<file path="config.mk">
export PLATFORM = sky130hd
export DESIGN_NAME = irq_combiner
export DESIGN_NICKNAME = d
export VERILOG_FILES = /design/src/rtl/irq_comb_pkg.sv /design/src/rtl/irq_result_count.sv /design/src/rtl/irq_src_cell.sv /design/src/rtl/irq_combiner.sv
export SDC_FILE = /design/constraint.sdc
export NUM_CORES = 1
export LEC_CHECK = 0
export ABC_AREA = 0
export CAP_MARGIN = 40
export CELL_PAD_IN_SITES_DETAIL_PLACEMENT = 1
export CELL_PAD_IN_SITES_GLOBAL_PLACEMENT = 1
export CORE_MARGIN = 1.5
export CORE_UTILIZATION = 37
export DETAILED_ROUTE_END_ITERATION = 6
export GPL_TIMING_DRIVEN = 0
export PLACE_DENSITY_LB_ADDON = 0.1
export SLEW_MARGIN = 20
export SYNTH_ARGS = -nofsm -noshare
export SYNTH_HDL_FRONTEND = slang
export SYNTH_HIERARCHICAL = 1
export SYNTH_SLANG_ARGS = --single-unit
</file>
<file path="constraint.sdc">
create_clock -name clk -period 1.6 [get_ports clk]
set_input_delay 0.16 -clock clk [delete_from_list [all_inputs] [get_ports clk]]
set_output_delay 0.16 -clock clk [all_outputs]
set_load 0.005 [all_outputs]
</file>
<file path="src/rtl/irq_comb_pkg.sv">
package irq_comb_pkg;

    localparam int NSRC = 4;
    localparam int NAUX = NSRC - 2;

    typedef enum logic [2:0] {
        SEL_LKP_STAT  = 3'd0,
        SEL_RES_DATA  = 3'd1,
        SEL_SYS_STAT  = 3'd2,
        SEL_AUX0_STAT = 3'd3,
        SEL_AUX1_STAT = 3'd4
    } rd_sel_e;

    typedef struct packed {
        logic pend;
        logic armed;
        logic cond_q;
    } src_state_t;

    function automatic logic [2:0] status_code(input int idx);
        case (idx)
            0:       return SEL_LKP_STAT;
            1:       return SEL_SYS_STAT;
            2:       return SEL_AUX0_STAT;
            default: return SEL_AUX1_STAT;
        endcase
    endfunction

endpackage

</file>
<file path="src/rtl/irq_result_count.sv">
module irq_result_count
    import irq_comb_pkg::*;
#(
    parameter int RES_WORDS = 4,
    localparam int CW = $clog2(RES_WORDS + 1)
) (
    input  logic       clk,
    input  logic       rst,
    input  logic       load_i,
    input  logic       rd_i,
    input  logic [2:0] rd_sel_i,
    output logic       left_o
);

    logic [CW-1:0] cnt_q;
    logic          take;

    assign take   = rd_i && (rd_sel_i == SEL_RES_DATA) && (cnt_q != '0);
    assign left_o = (cnt_q != '0);

    always_ff @(posedge clk) begin
        if (rst)         cnt_q <= '0;
        else if (load_i) cnt_q <= CW'(RES_WORDS);
        else if (take)   cnt_q <= cnt_q - 1'b1;
    end

    // a lookup-done pulse leaves the full word count
    assert_load_R6: assert property (@(posedge clk) disable iff (rst)
        load_i |=> cnt_q == CW'(RES_WORDS));
    // the count never exceeds the loaded amount
    assert_bound_R6: assert property (@(posedge clk) disable iff (rst)
        cnt_q <= CW'(RES_WORDS));

endmodule

</file>
<file path="src/rtl/irq_src_cell.sv">
module irq_src_cell
    import irq_comb_pkg::*;
#(
    parameter logic [2:0] CLR_CODE = 3'd0
) (
    input  logic       clk,
    input  logic       rst,
    input  logic       cond_i,
    input  logic       en_i,
    input  logic       rd_i,
    input  logic [2:0] rd_sel_i,
    output logic       pend_o
);

    src_state_t st, st_n;
    logic       hit, rise, clr;

    assign hit  = rd_i && (rd_sel_i == CLR_CODE);
    assign rise = en_i && cond_i && !st.cond_q;
    assign clr  = st.pend && (st.armed || hit) && !cond_i;

    always_comb begin
        st_n        = st;
        st_n.cond_q = cond_i;
        if (rise) begin
            st_n.pend  = 1'b1;
            st_n.armed = st.pend ? (st.armed || hit) : 1'b0;
        end else if (clr) begin
            st_n.pend  = 1'b0;
            st_n.armed = 1'b0;
        end else begin
            st_n.armed = st.pend && (st.armed || hit);
        end
    end

    always_ff @(posedge clk) begin
        if (rst) st <= '0;
        else     st <= st_n;
    end

    assign pend_o = st.pend;

    assert_set_R2: assert property (@(posedge clk) disable iff (rst)
        (en_i && cond_i && !st.cond_q) |=> st.pend);
    assert_noset_R3: assert property (@(posedge clk) disable iff (rst)
        (!st.pend && !(en_i && cond_i && !st.cond_q)) |=> !st.pend);
    assert_hold_R4: assert property (@(posedge clk) disable iff (rst)
        (st.pend && cond_i) |=> st.pend);
    assert_need_read_R5: assert property (@(posedge clk) disable iff (rst)
        (st.pend && !st.armed && !hit) |=> st.pend);
    assert_unarmed_R10: assert property (@(posedge clk) disable iff (rst)
        !st.pend |-> !st.armed);

endmodule

</file>
<file path="src/rtl/irq_combiner.sv">
module irq_combiner
    import irq_comb_pkg::*;
#(
    parameter int RES_WORDS = 4
) (
    input  logic       clk,
    input  logic       rst,
    input  logic [3:0] src_en,
    input  logic       lkp_done,
    input  logic       tbl_full,
    input  logic [1:0] aux_cond,
    input  logic       rd_stb,
    input  logic [2:0] rd_sel,
    output logic       int_n,
    output logic       tbl_room
);

    logic [NSRC-1:0] cond;
    logic [NSRC-1:0] pend;
    logic            res_left;

    irq_result_count #(.RES_WORDS(RES_WORDS)) u_cnt (
        .clk(clk), .rst(rst), .load_i(lkp_done),
        .rd_i(rd_stb), .rd_sel_i(rd_sel), .left_o(res_left)
    );

    assign cond[0] = res_left;
    assign cond[1] = tbl_full;
    assign cond[NSRC-1:2] = aux_cond[NAUX-1:0];

    for (genvar i = 0; i < NSRC; i++) begin : g_src
        irq_src_cell #(.CLR_CODE(status_code(i))) u_cell (
            .clk(clk), .rst(rst), .cond_i(cond[i]), .en_i(src_en[i]),
            .rd_i(rd_stb), .rd_sel_i(rd_sel), .pend_o(pend[i])
        );
    end

    always_ff @(posedge clk) begin
        if (rst) int_n <= 1'b1;
        else     int_n <= ~|(pend & src_en);
    end

    assign tbl_room = ~tbl_full;

    assert_nor_R9: assert property (@(posedge clk) disable iff (rst)
        1'b1 |=> int_n == ~|$past(pend & src_en));
    assert_rst_R1: assert property (@(posedge clk)
        rst |=> int_n);

endmodule

</file>
==> reports/results.ini <==
[clock_network]
cts_buffers=3
cts_root_buf=clkbuf_4
cts_htree_levels=1
cts_sinks=16
clkLatencyLatePin_ns=0.29
cts_tree=built
clk_pin_slew_ns=0.09
cts.path.max_buffers=2
ctsHoldBuffers=0

[drt]
dr.pass1.iters=4
viasPerCell=5.03
wirelength_mm=1.47
ant_nets=0
vias=593
drt_iter0_drc=4
drc=0
wl_per_cell_um=12.5

[outcome]
outcome=complete, no violations

[worst_setup_path]
cp_slowest_cell=nor3b_4
crit_required_ns=1.79
max_stage_delay_ns=0.33
worst_r2r_path_depth=6
end_kind=register
worstPathArrival_ns=1.69
crit_path_max_fanout=6
critPathLaunchType=register
crit_chain=inv_1, ha_2, ha_4, nor3b_4, nor2_2, a2111oi_2
crit_type=reg2reg

[sta]
drv_slew=0
setup_viol=0
finalCriticalPeriod_ns=1.51
worst_pin_slew_ns=0.645
setup-tns-final_ns=0
layout_setup_ws_ns=0.0939
fin_worst_skew_ns=0.00112
slew_headroom_pct=56.9
post-route-period-util_pct=94.1
clock.fmax_mhz=664
hold_viol=0
whs_ns=0.468

[run]
maxCapViolations=0

[min_path]
holdPathStages=2
hp-class=reg2reg

[floorplan]
die_area_um2=2340
die_height_um=48.4
die_w_um=48.4
ios=16
core-area_um2=1940
start_util_pct=39.2
core.rowCount=16

[synthesis]
syn_area_per_cell_um2=10.7
synth_xor_area_share_pct=0
ys_warn_count=6
yosysUniqueCellTypes=27
synth_top_family_by_area=simple AND/OR/NAND/NOR gates
synthMuxAreaShare_pct=0
synth-adder-area-share_pct=3.28
syn_nets=87
synth_compound_area_share_pct=16.3
synth_area_um2=762
ys_seq_area_share_pct=42.0
ys_ff_latch=16
synthSimpleGateAreaFrac_pct=34.0
syn_inst=71

[finish]
area_growth_pct=33.5
stdcell_count=118
drive_gt1_share_pct=22.0
final-seq-area_um2=320
fin_util_pct=52.4
antenna_cells=0
fillers=226
design_area_um2=1020
multiInputGateArea_um2=435
layout.nets=108

[placement]
dp_slack_ns=-0.107
dp_cells=113
dp_hpwl_mm=1.10
io_buffers=15
place_area_um2=946
place_congestion=0.708

[global_route]
grt_pass1_wl_mm=2.58
grt_max_degree=21
grt_use_total_pct=14.3
top_usage_layer=met2
grtUsageMet2_pct=22.5
gr-usage-met3_pct=1.85
antenna_found_initial=0
met1_usage_pct=18.3
grt_pass1_vias=588
overflow=0

[power]
leakage_nw=0.413
power.total_mw=0.836
p_per_area_nw_per_um2=822
ir_drop_mv=0.445

-- layout make-up --
cell class                 instances  area share [%]
sequential                        16            31.5
inverter                           9            3.32
timing repair buffer              16            15.5
multi-input combinational         46            42.8
tap                               27            3.32
clock buffer                       4            3.57
-- layer usage --
metal / vias to the layer above / wire [um]
li1: 304 / -
met1: 273 / 715
met2: 12 / 674
met3: 4 / 45
met4: 0 / 38
met5: - / 0
-- registers in the layout, indices dropped and copies added (netlist names) --
| signal | flops |
|---|---|
| u_cnt/cnt_q | 3 |
| g_src.u_cell/st | 8 |
| g_src.u_cell/pend_o | 4 |
| int_n | 1 |
-- cell usage after synthesis --
| master | number | area [um^2] |
|---|---|---|
| and4bb_1 | 3 | 37.5 |
| nor4bb_1 | 1 | 10.0 |
| nor4_1 | 1 | 6.26 |
| or4b_4 | 1 | 13.8 |
| nand4bb_1 | 2 | 22.5 |
| dfxtp_1 | 16 | 320 |
| and2b_2 | 3 | 26.3 |
| or2_1 | 1 | 6.26 |
| a22oi_1 | 2 | 15.0 |
| inv_1 | 9 | 33.8 |
| nand4b_1 | 1 | 8.76 |
| ha_1 | 2 | 25.0 |
| a21o_2 | 1 | 8.76 |
| a21oi_1 | 1 | 5.00 |
| a211oi_1 | 1 | 7.51 |
| a211o_1 | 4 | 35.0 |
| and3b_2 | 3 | 30.0 |
| a21boi_0 | 4 | 30.0 |
| nor3b_4 | 1 | 18.8 |
| a21o_1 | 1 | 7.51 |
| nor2b_1 | 2 | 12.5 |
| and3b_1 | 2 | 17.5 |
| nand3_1 | 1 | 5.00 |
| and3_1 | 1 | 6.26 |
| nor3b_1 | 4 | 30.0 |
| a2111oi_2 | 1 | 15.0 |
| nor2_1 | 2 | 7.51 |
-- worst max-delay path: cells and delay by family, from the launching register on --
kind | cells | cell delay [ns]
AO/OA/AOI/OAI | 1 | 0.26
adder cells (fa/ha/maj) | 2 | 0.37
buffers and inverters | 1 | 0.06
flip-flops | 1 | 0.32
AND/OR/NAND/NOR | 2 | 0.40
-- power by group --
part           switching, mW  internal [mW]  leakage, nW  total (mW)
registers             0.0107          0.422        0.131       0.433
logic                 0.0508         0.0852        0.261       0.136
clock network          0.129          0.139       0.0210       0.268
total                  0.191          0.646        0.413       0.836
-- kinds of logic after synthesis --
kind of cell / Yosys count
AO/OA/AOI/OAI: 15
adder cells (fa/ha/maj): 2
buffers and inverters: 9
flip-flops: 16
AND/OR/NAND/NOR: 29
-- worst paths after layout --
path | slack (ns) | end | start
hold reg to reg | 0.47 | g_src[0].u_cell/st[1]$_SDFF_PP0_ | g_src[0].u_cell/st[1]$_SDFF_PP0_
hold / removal | 0.47 | g_src[0].u_cell/st[1]$_SDFF_PP0_ | g_src[0].u_cell/st[1]$_SDFF_PP0_
setup / recovery | 0.09 | u_cnt/cnt_q[2]$_SDFFE_PP0P_ | u_cnt/cnt_q[0]$_SDFFE_PP0P_
setup reg to reg | 0.09 | u_cnt/cnt_q[2]$_SDFFE_PP0P_ | u_cnt/cnt_q[0]$_SDFFE_PP0P_
-- cell usage in the layout (no fill, tap or decap), types with 2 or more instances in the layout --
| cell | count |
|---|---|
| dfxtp_1 | 16 |
| clkdlybuf4s50_1 | 15 |
| inv_1 | 9 |
| a21boi_0 | 4 |
| nor3b_1 | 4 |
| a211o_1 | 4 |
| clkbuf_4 | 3 |
| and3b_2 | 3 |
| and2b_2 | 3 |
| and4bb_1 | 3 |
| a22oi_1 | 2 |
| and3b_1 | 2 |
| nor2b_1 | 2 |
| nand4bb_1 | 2 |
-- timing repair --
action / CTS / global route
gates cloned: 0 / 0
pin swaps: 1 / 4
gates resized for setup: 0 / 6
setup endpoints to repair: 2 / 3
setup buffers: 0 / 1
No activity file was read; power rests on OpenSTA's default activity.
